==> src/rtl/sdram_dec_pkg.sv <==
package sdram_dec_pkg;
  localparam int NCMD     = 12;
  localparam int CI_NOP   = 0;
  localparam int CI_DESEL = 1;
  localparam int CI_ACT   = 2;
  localparam int CI_READ  = 3;
  localparam int CI_WRITE = 4;
  localparam int CI_PRE   = 5;
  localparam int CI_AREF  = 6;
  localparam int CI_SREF  = 7;
  localparam int CI_MRS   = 8;
  localparam int CI_EMRS  = 9;
  localparam int CI_BST   = 10;
  localparam int CI_DPD   = 11;

  typedef logic [NCMD-1:0] cmd_vec_t;

  typedef struct packed {
    logic cs_n;
    logic ras_n;
    logic cas_n;
    logic we_n;
  } ctl_t;
endpackage

==> src/rtl/sdram_pin_capture.sv <==
module sdram_pin_capture
  import sdram_dec_pkg::*;
#(
  parameter int AW  = 13,
  parameter int BAW = 2
) (
  input  logic           clk,
  input  logic           rst,
  input  ctl_t           ctl_i,
  input  logic           cke_i,
  input  logic [BAW-1:0] ba_i,
  input  logic [AW-1:0]  addr_i,
  output ctl_t           ctl_q,
  output logic           cke_q,
  output logic           cke_prev_q,
  output logic [BAW-1:0] ba_q,
  output logic [AW-1:0]  addr_q
);
  always_ff @(posedge clk) begin
    if (rst) begin
      ctl_q      <= '1;
      cke_q      <= 1'b1;
      cke_prev_q <= 1'b1;
      ba_q       <= '0;
      addr_q     <= '0;
    end else begin
      ctl_q      <= ctl_i;
      cke_prev_q <= cke_q;
      cke_q      <= cke_i;
      ba_q       <= ba_i;
      addr_q     <= addr_i;
    end
  end
endmodule

==> src/rtl/sdram_cmd_classify.sv <==
module sdram_cmd_classify
  import sdram_dec_pkg::*;
#(
  parameter int BAW = 2
) (
  input  ctl_t           ctl,
  input  logic           cke_now,
  input  logic           cke_prev,
  input  logic [BAW-1:0] ba,
  input  logic           blocked,
  output cmd_vec_t       cmd,
  output logic           illegal,
  output logic           wake
);
  localparam logic [BAW-1:0] SEL_MAIN = '0;
  localparam logic [BAW-1:0] SEL_EXT  = BAW'(1) << (BAW-1);

  cmd_vec_t raw;
  logic     bad_sel;
  logic     quiet;

  always_comb begin
    raw     = '0;
    bad_sel = 1'b0;
    if (ctl.cs_n) begin
      raw[CI_DESEL] = 1'b1;
    end else begin
      case ({ctl.ras_n, ctl.cas_n, ctl.we_n})
        3'b111: raw[CI_NOP]   = 1'b1;
        3'b011: raw[CI_ACT]   = 1'b1;
        3'b101: raw[CI_READ]  = 1'b1;
        3'b100: raw[CI_WRITE] = 1'b1;
        3'b010: raw[CI_PRE]   = 1'b1;
        3'b001: begin
          if (cke_now) raw[CI_AREF] = 1'b1;
          else         raw[CI_SREF] = 1'b1;
        end
        3'b110: begin
          if (cke_now) raw[CI_BST] = 1'b1;
          else         raw[CI_DPD] = 1'b1;
        end
        default: begin
          if (ba == SEL_MAIN)     raw[CI_MRS]  = 1'b1;
          else if (ba == SEL_EXT) raw[CI_EMRS] = 1'b1;
          else                    bad_sel      = 1'b1;
        end
      endcase
    end
  end

  always_comb begin
    wake    = !cke_prev && cke_now;
    quiet   = raw[CI_NOP] || raw[CI_DESEL];
    cmd     = '0;
    illegal = 1'b0;
    if (!cke_prev) begin
      if (wake) begin
        if (quiet) cmd     = raw;
        else       illegal = 1'b1;
      end
    end else if (blocked && (raw[CI_ACT] || raw[CI_AREF] || raw[CI_SREF])) begin
      illegal = 1'b1;
    end else begin
      cmd     = raw;
      illegal = bad_sel;
    end
  end
endmodule

==> src/rtl/sdram_mode_regs.sv <==
module sdram_mode_regs #(
  parameter int BAW       = 2,
  parameter int PAGE_COLS = 1024,
  localparam int NBANK    = 1 << BAW,
  localparam int CNTW     = $clog2(PAGE_COLS) + 1
) (
  input  logic             clk,
  input  logic             rst,
  input  logic             ld_mr,
  input  logic             ld_emr,
  input  logic [2:0]       bl_code,
  input  logic             bt,
  input  logic [2:0]       cl_code,
  input  logic             wr_one,
  input  logic [2:0]       pasr,
  input  logic [1:0]       drv,
  output logic [CNTW-1:0]  burst_beats,
  output logic             burst_ilv,
  output logic [1:0]       cas_lat,
  output logic             wr_single,
  output logic             mode_valid,
  output logic             mode_bad,
  output logic [NBANK-1:0] sr_banks,
  output logic [1:0]       drv_str,
  output logic             ext_valid
);
  logic             mr_ok;
  logic             emr_ok;
  logic [CNTW-1:0]  beats_n;
  logic [NBANK-1:0] mask_n;

  always_comb begin
    mr_ok   = (cl_code == 3'd2 || cl_code == 3'd3) &&
              (bl_code <= 3'd3 || (bl_code == 3'd7 && !bt));
    beats_n = (bl_code == 3'd7) ? CNTW'(PAGE_COLS) : (CNTW'(1) << bl_code[1:0]);
    emr_ok  = (pasr <= 3'd2);
    case (pasr)
      3'd0:    mask_n = '1;
      3'd1:    mask_n = NBANK'((1 << (NBANK / 2)) - 1);
      default: mask_n = NBANK'(1);
    endcase
  end

  always_ff @(posedge clk) begin
    if (rst) begin
      burst_beats <= '0;
      burst_ilv   <= 1'b0;
      cas_lat     <= '0;
      wr_single   <= 1'b0;
      mode_valid  <= 1'b0;
      mode_bad    <= 1'b0;
      sr_banks    <= '0;
      drv_str     <= '0;
      ext_valid   <= 1'b0;
    end else if (ld_mr) begin
      if (mr_ok) begin
        burst_beats <= beats_n;
        burst_ilv   <= bt;
        cas_lat     <= cl_code[1:0];
        wr_single   <= wr_one;
        mode_valid  <= 1'b1;
        mode_bad    <= 1'b0;
      end else begin
        mode_bad    <= 1'b1;
      end
    end else if (ld_emr) begin
      if (emr_ok) begin
        sr_banks  <= mask_n;
        drv_str   <= drv;
        ext_valid <= 1'b1;
        mode_bad  <= 1'b0;
      end else begin
        mode_bad  <= 1'b1;
      end
    end
  end
endmodule

==> src/rtl/sdram_cmd_decode.sv <==
module sdram_cmd_decode
  import sdram_dec_pkg::*;
#(
  parameter int AW        = 13,
  parameter int BAW       = 2,
  parameter int PAGE_COLS = 1024,
  parameter int MRD_CYC   = 2,
  localparam int NBANK    = 1 << BAW,
  localparam int CNTW     = $clog2(PAGE_COLS) + 1,
  localparam int GW       = $clog2(MRD_CYC + 1)
) (
  input  logic             clk,
  input  logic             rst,
  input  logic             cs_n,
  input  logic             ras_n,
  input  logic             cas_n,
  input  logic             we_n,
  input  logic             cke,
  input  logic [BAW-1:0]   ba,
  input  logic [AW-1:0]    addr,
  output logic [NCMD-1:0]  cmd_o,
  output logic [BAW-1:0]   cmd_bank_o,
  output logic [AW-1:0]    cmd_addr_o,
  output logic             cmd_a10_o,
  output logic             illegal_o,
  output logic             wake_o,
  output logic [CNTW-1:0]  burst_beats_o,
  output logic             burst_ilv_o,
  output logic [1:0]       cas_lat_o,
  output logic             wr_single_o,
  output logic             mode_valid_o,
  output logic             mode_bad_o,
  output logic [NBANK-1:0] sr_banks_o,
  output logic [1:0]       drv_str_o,
  output logic             ext_valid_o
);
  ctl_t           ctl_q;
  logic           cke_q, cke_prev_q;
  logic [BAW-1:0] ba_q;
  logic [AW-1:0]  addr_q;
  cmd_vec_t       cmd_c;
  logic           illegal_c, wake_c;
  logic [GW-1:0]  guard;

  sdram_pin_capture #(.AW(AW), .BAW(BAW)) u_cap (
    .clk(clk), .rst(rst),
    .ctl_i('{cs_n: cs_n, ras_n: ras_n, cas_n: cas_n, we_n: we_n}),
    .cke_i(cke), .ba_i(ba), .addr_i(addr),
    .ctl_q(ctl_q), .cke_q(cke_q), .cke_prev_q(cke_prev_q),
    .ba_q(ba_q), .addr_q(addr_q)
  );

  sdram_cmd_classify #(.BAW(BAW)) u_cls (
    .ctl(ctl_q), .cke_now(cke_q), .cke_prev(cke_prev_q), .ba(ba_q),
    .blocked(guard != '0), .cmd(cmd_c), .illegal(illegal_c), .wake(wake_c)
  );

  sdram_mode_regs #(.BAW(BAW), .PAGE_COLS(PAGE_COLS)) u_mr (
    .clk(clk), .rst(rst),
    .ld_mr(cmd_c[CI_MRS]), .ld_emr(cmd_c[CI_EMRS]),
    .bl_code(addr_q[2:0]), .bt(addr_q[3]), .cl_code(addr_q[6:4]),
    .wr_one(addr_q[9]), .pasr(addr_q[2:0]), .drv(addr_q[6:5]),
    .burst_beats(burst_beats_o), .burst_ilv(burst_ilv_o), .cas_lat(cas_lat_o),
    .wr_single(wr_single_o), .mode_valid(mode_valid_o), .mode_bad(mode_bad_o),
    .sr_banks(sr_banks_o), .drv_str(drv_str_o), .ext_valid(ext_valid_o)
  );

  always_ff @(posedge clk) begin
    if (rst) begin
      cmd_o      <= '0;
      cmd_bank_o <= '0;
      cmd_addr_o <= '0;
      cmd_a10_o  <= 1'b0;
      illegal_o  <= 1'b0;
      wake_o     <= 1'b0;
      guard      <= '0;
    end else begin
      cmd_o      <= cmd_c;
      cmd_bank_o <= ba_q;
      cmd_addr_o <= addr_q;
      cmd_a10_o  <= addr_q[10];
      illegal_o  <= illegal_c;
      wake_o     <= wake_c;
      if (cmd_c[CI_MRS] || cmd_c[CI_EMRS]) guard <= GW'(MRD_CYC);
      else if (guard != '0)                 guard <= guard - 1'b1;
    end
  end
endmodule

==> config.mk <==
export PLATFORM = sky130hd
export DESIGN_NAME = sdram_cmd_decode
export DESIGN_NICKNAME = d
export VERILOG_FILES = /design/src/rtl/sdram_dec_pkg.sv /design/src/rtl/sdram_pin_capture.sv /design/src/rtl/sdram_cmd_classify.sv /design/src/rtl/sdram_mode_regs.sv /design/src/rtl/sdram_cmd_decode.sv
export SDC_FILE = /design/constraint.sdc
export NUM_CORES = 1
export LEC_CHECK = 0
export BUFFER_PORTS_ARGS = -buffer_cell sky130_fd_sc_hd__buf_2
export CORE_UTILIZATION = 48
export CTS_CLUSTER_DIAMETER = 50
export CTS_CLUSTER_SIZE = 24
export DETAILED_ROUTE_END_ITERATION = 7
export HOLD_SLACK_MARGIN = 0.02
export PLACE_DENSITY = 0.77
export SLEW_MARGIN = 5
export SYNTH_ARGS = -nofsm -noshare
export SYNTH_HDL_FRONTEND = slang
export SYNTH_SLANG_ARGS = --single-unit
==> constraint.sdc <==
create_clock -name clk -period 2.2 [get_ports clk]
set_clock_uncertainty 0.1 [all_clocks]
set_input_delay 0.44 -clock clk [delete_from_list [all_inputs] [get_ports clk]]
set_output_delay 0.44 -clock clk [all_outputs]
set_load 0.02 [all_outputs]
-- Yosys cells after proc, flatten, opt, wreduce, memory -nomap -nowiden
Index checks and enable logic that the tools add are counted.
- input port bits: 22
- word-level logic and storage cells: 99
- output and inout bits: 54
- flip-flop bits (word level): 77
- shift operators: 1
- muxes and demuxes: 36
- reductions and logical operators: 21
- order comparisons: 2
- bitwise operators: 1
- equality and inequality tests: 12
- add/sub/neg operators: 1
- operator list (kind ; count):
    12-bit 2-to-1 mux ; 4
    1-bit 2-to-1 mux ; 24
    3-bit equality test, second input constant ; 5
    3-bit by 2-bit equality test with 1-bit output, second input constant ; 4
    11-bit 2-to-1 mux ; 1
    1-bit by 2-bit left shift with 11-bit output, first input constant ; 1
    10-bit 2-to-1 mux ; 1
    2-bit 2-to-1 mux ; 5
    4-bit one-hot mux with 2 select lines ; 1
    7-bit OR reduction ; 1
    3-bit by 1-bit equality test with 1-bit output, second input constant ; 2
    3-bit by 2-bit less-or-equal comparator with 1-bit output, second input constant ; 2
    1-bit logical OR ; 6
    2-bit nonzero test ; 3
    1-bit logical AND ; 4
    3-bit zero test ; 1
    3-bit AND reduction ; 1
    2-bit equality test, second input constant ; 1
    1-bit zero test ; 2
    2-bit zero test ; 1
    2-bit AND reduction ; 1
    2-bit OR reduction ; 1
    2-bit by 1-bit subtractor with 2-bit output, second input constant ; 1
    1-bit inverter ; 1

-- Logic depth before layout (Yosys ltp)
- depth in word-level cells: 12
- depth in mapped cells: 5

-- Cells and area by module
Synthesis repeated with hierarchy kept, for this count alone.
- cell total of the unflattened synthesis: 218
- area total of the unflattened synthesis: 2329.7 um2
- modules (own cells, without submodules) (module ; cells each ; area an instance (um2) ; times used):
    sdram_cmd_decode ; 69 ; 854.6 ; 1
    sdram_mode_regs ; 76 ; 709.4 ; 1
    sdram_pin_capture ; 44 ; 568.0 ; 1
    sdram_cmd_classify ; 29 ; 197.7 ; 1

-- Worst setup path before layout
OpenSTA, ideal clock, no wires.
- kind: register -> register
- start: register, netlist name u_cap.ctl_q[0]
- end: register u_mr.drv_str[0]
- cell stages (with the launch flop): 6
- path buffers: 1
- arrival: 1.730 ns
- required time: 1.972 ns
- library setup time: 0.128 ns
- slack: 0.242 ns
- period minus slack after synthesis: 1.958 ns
- cells stage by stage: dfxtp_1 > or4_4 > or4b_1 > buf_2 > mux2i_1 > nor2_1
- word-level cells in the longest chain between the ends: 10
- elaborated cells between the ends (all ways): 24
- RTL lines (item ; RTL line ; source):
    parallel branches: the longest is 7 deep, another holds 12-bit 2-to-1 mux ; - ;
    12-bit 2-to-1 mux * ; sdram_cmd_classify.sv:56 ; if (!cke_prev) begin
    1-bit inverter (no line) ; - ;
    3-bit AND reduction (no line) * ; - ;
    end signal, assigned ; sdram_mode_regs.sv:69 ; drv_str <= drv;
    end, declared ; sdram_mode_regs.sv:24 ; output logic [1:0] drv_str,
Mark *: on every way between the ends.
A chain may end at the register's enable or synchronous reset.

-- Worst setup path after layout
- start: register, netlist name u_cap.ctl_q[0]
- end: register u_mr.drv_str[0]
- word-level cells in the longest chain between the ends: 10
- elaborated cells between the ends (all ways): 24
- RTL lines (item ; RTL line):
    parallel branches: the longest is 7 deep, another holds 12-bit 2-to-1 mux ; -
    12-bit 2-to-1 mux * ; sdram_cmd_classify.sv:56
    1-bit inverter (no line) ; -
    3-bit AND reduction (no line) * ; -
Marks and branches as above.

==> qor.json <==
{
  "antennaDiodeCount": {"value": 0},
  "post-route-period-util": {"value": 0.915},
  "dieHeight": {"value": 69.3, "unit": "um"},
  "synth_top_cells_by_area": {"value": "sky130_fd_sc_hd__dfxtp_1 63%, sky130_fd_sc_hd__nor2b_1 8.6%, sky130_fd_sc_hd__mux2i_1 4.1%"},
  "die_width": {"value": 69.3, "unit": "um"},
  "floorplan.core_area": {"value": 0.00435, "unit": "mm2"},
  "timing.reg2reg.worst_path_depth": {"value": 4},
  "multiInputGateArea": {"value": 718, "unit": "um2"},
  "clk_transition_reported_paths": {"value": 70, "unit": "ps"},
  "post_route_cells_drive_above_1_share": {"value": 0.353},
  "swShare": {"value": 0.212},
  "synth-seq-area-share": {"value": 0.627},
  "power_frac_clock": {"value": 0.410},
  "finalSetupTns": {"value": 0, "unit": "ps"},
  "global_route.overflow_total": {"value": 0},
  "ys.warnings.count": {"value": 0},
  "worst-setup-path-type": {"value": "register to register"},
  "grt_pass1_vias": {"value": 1365},
  "finish.net_count": {"value": 300},
  "worst-path-max-fanout": {"value": 5},
  "internal-power": {"value": 1880, "unit": "uW"},
  "cap_viol_max_count": {"value": 0},
  "post_route_ant_nets": {"value": 0},
  "finalWeightedCongestion": {"value": 0.727},
  "peakVddDrop": {"value": 402, "unit": "uV"},
  "post-synth-top-area-fraction": {"value": 0.627},
  "setup-violations-final": {"value": 0},
  "worst-endpoint-arrival": {"value": 2120, "unit": "ps"},
  "htreeDepth": {"value": 3},
  "combinational_share_of_power": {"value": 0.053},
  "cts_inserted_buffers": {"value": 9},
  "timing.hold.worst.class": {"value": "input port to register"},
  "dpl.hpwl": {"value": 2680, "unit": "um"},
  "cts_hold_buffers": {"value": 0},
  "syn_inst": {"value": 205},
  "drt-wirelength-per-cell": {"value": 11.3, "unit": "um"},
  "number_of_distinct_library_cell_variants_in_the_gate_level_netlist_after_synthesis": {"value": 29},
  "drt_first_iter_violations": {"value": 49},
  "type_of_origin_of_the_critical_path": {"value": "register"},
  "final.fill_count": {"value": 358},
  "unrepaired_setup_endpoints_after_global_routing": {"value": "no"},
  "syn_area_per_cell": {"value": 10.6, "unit": "um2"},
  "initial_core_util": {"value": 0.499},
  "total_power": {"value": 2390, "unit": "uW"},
  "clock-sinks": {"value": 68},
  "insertion_delay": {"value": 330, "unit": "ps"},
  "setup_crit_end_kind": {"value": "register"},
  "power.density": {"value": 873, "unit": "mW/mm2"},
  "postSynthRegisterBits": {"value": 68},
  "yosysTopAreaCell": {"value": "sky130_fd_sc_hd__dfxtp_1"},
  "min_path_cells": {"value": 2},
  "groute.usage.overall": {"value": 0.163},
  "mean_number_of_vias_per_cell": {"value": 4.65},
  "worstPathRequired": {"value": 2300, "unit": "ps"},
  "post_cts_buffers": {"value": 0},
  "final_design_area_no_fill": {"value": 0.00274, "unit": "mm2"},
  "num_vias": {"value": 1557},
  "slew_violations": {"value": 0},
  "clock_tree.buffer_depth": {"value": 2},
  "first_pass_iters": {"value": 6},
  "grt_antenna_before_repair": {"value": 0},
  "grt_max_degree": {"value": 44},
  "synth_area": {"value": 0.00217, "unit": "mm2"},
  "p_seq_frac": {"value": 0.537},
  "first_pass_grt_wire_length": {"value": 6020, "unit": "um"},
  "final-hold-violation-count": {"value": 0},
  "floorplan.io_pins": {"value": 76},
  "maxClockFrequency": {"value": 497, "unit": "MHz"},
  "portBuffers": {"value": 69},
  "die_area": {"value": 0.00480, "unit": "mm2"},
  "totalWireLength": {"value": 3780, "unit": "um"},
  "route.detailed.drc": {"value": 0},
  "outcome": {"value": "complete, no violations"},
  "switching_power": {"value": 508, "unit": "uW"},
  "layout.area.seq": {"value": 0.00136, "unit": "mm2"},
  "power_leakage": {"value": 0.00129, "unit": "uW"},
  "cts-resized-gates": {"value": 0},
  "row_count": {"value": 24},
  "cts_root_buf": {"value": "sky130_fd_sc_hd__clkbuf_8"},
  "layout_min_cycle_time": {"value": 2010, "unit": "ps"},
  "tritoncts": {"value": "done"},
  "flow.area_growth_from_synthesis": {"value": 26.1, "unit": "%"},
  "placement_stage_cell_area": {"value": 0.00254, "unit": "mm2"}
}
-- placed cells by master, fill, tap and decap left out, types with 6 or more instances in the layout --
| cell type | instances |
|---|---|
| sky130_fd_sc_hd__buf_2 | 69 |
| sky130_fd_sc_hd__dfxtp_1 | 68 |
| sky130_fd_sc_hd__nor2b_1 | 30 |
| sky130_fd_sc_hd__nor2_1 | 23 |
| sky130_fd_sc_hd__clkbuf_8 | 14 |
| sky130_fd_sc_hd__nor3_1 | 9 |
| sky130_fd_sc_hd__mux2i_1 | 9 |
| sky130_fd_sc_hd__a21oi_1 | 8 |
| sky130_fd_sc_hd__or2_2 | 8 |
| sky130_fd_sc_hd__nand2b_1 | 6 |
| sky130_fd_sc_hd__conb_1 | 6 |
-- critical path, cell delays in order (launching register included) --
cell	delay, ps
sky130_fd_sc_hd__dfxtp_1	310
sky130_fd_sc_hd__or4_4	550
sky130_fd_sc_hd__or4b_1	670
sky130_fd_sc_hd__mux2i_1	200
sky130_fd_sc_hd__nor2_1	50
-- per-layer routing --
metal | share of wire | up-vias | wire [um] | global-route usage
met5 | 0 | - | 0 | 0
met4 | 0.021 | 0 | 79 | 0.0952
met3 | 0.063 | 6 | 237 | 0.0596
met2 | 0.48 | 55 | 1800 | 0.263
met1 | 0.44 | 700 | 1660 | 0.185
li1 | - | 796 | - | -
-- through the flow --
| stage | setup slack, ps | cells | hold WS, ps | util |
|---|---|---|---|---|
| 2_1_floorplan | 242 | 210 | 314 | - |
| 3_5_place_dp | 199 | 319 | 320 | 0.583 |
| 3_3_place_gp | 230 | 319 | 316 | 0.583 |
| 6_report | 188 | 335 | 192 | 0.629 |
| 5_1_grt | 131 | 335 | 182 | 0.629 |
| 4_1_cts | 182 | 335 | 178 | 0.629 |
-- Yosys cell counts (all sizes together) --
master and instances:
mux2i 9, nor2 23, o21ai 1, or3b 1
clkbuf 4, nor3b 3, conb 1, a2111oi 1
or3 1, nor2b 30, and3 1, a31o 1
or4 2, nand3b 1, a21oi 8, o21a 2
nand2 5, nor3 9, buf 13, nand3 2
or4b 1, nor4 1, nand2b 6, inv 3
or2 8, dfxtp 68
-- area by class of cell --
| cell class | instances | area share |
|---|---|---|
| sequential | 68 | 0.497 |
| tap | 52 | 0.0238 |
| clock buffer | 16 | 0.0731 |
| inverter | 3 | 0.00411 |
| multi-input combinational | 122 | 0.262 |
| timing repair buffer | 74 | 0.140 |
-- registers in the layout, summed over array words and instances, names as in the netlist --
signal,cells
u_mr.mode_valid,1
illegal_o,1
cmd_o,12
u_cap.cke_prev_q,1
guard,2
u_cap.addr_q,13
cmd_addr_o,13
u_mr.mode_bad,1
u_cap.cke_q,1
u_mr.burst_beats,5
u_mr.drv_str,2
wake_o,1
cmd_bank_o,2
u_mr.wr_single,1
u_cap.ba_q,2
u_mr.cas_lat,2
u_mr.burst_ilv,1
u_mr.sr_banks,3
u_cap.ctl_q,4
-- power groups by stage --
stage               Combinational [uW]  Clock, uW  Sequential (uW)
floorplan                         70.7          0             1330
global placement                   126          0             1310
detailed placement                 128          0             1310
CTS                                128        998             1280
global route                       140       1050             1290
finish                             127        980             1280
-- cell families after synthesis --
logic type             after synthesis  synth area share
other                                1           0.00173
multiplexers                         9            0.0415
AND/OR/NAND/NOR                     94             0.240
buffers and inverters               20            0.0513
flip-flops                          68             0.627
AO/OA/AOI/OAI                       13            0.0386
-- worst paths after layout --
check,startpoint,to,slack (ps)
min,cs_n,u_cap.ctl_q[3],190
max,u_cap.ctl_q[0],u_mr.drv_str[0],190
min reg2reg,u_cap.addr_q[7],cmd_addr_o[7],330
max reg2reg,u_cap.ctl_q[0],u_mr.drv_str[0],190
(Power assumes the default switching activity.)
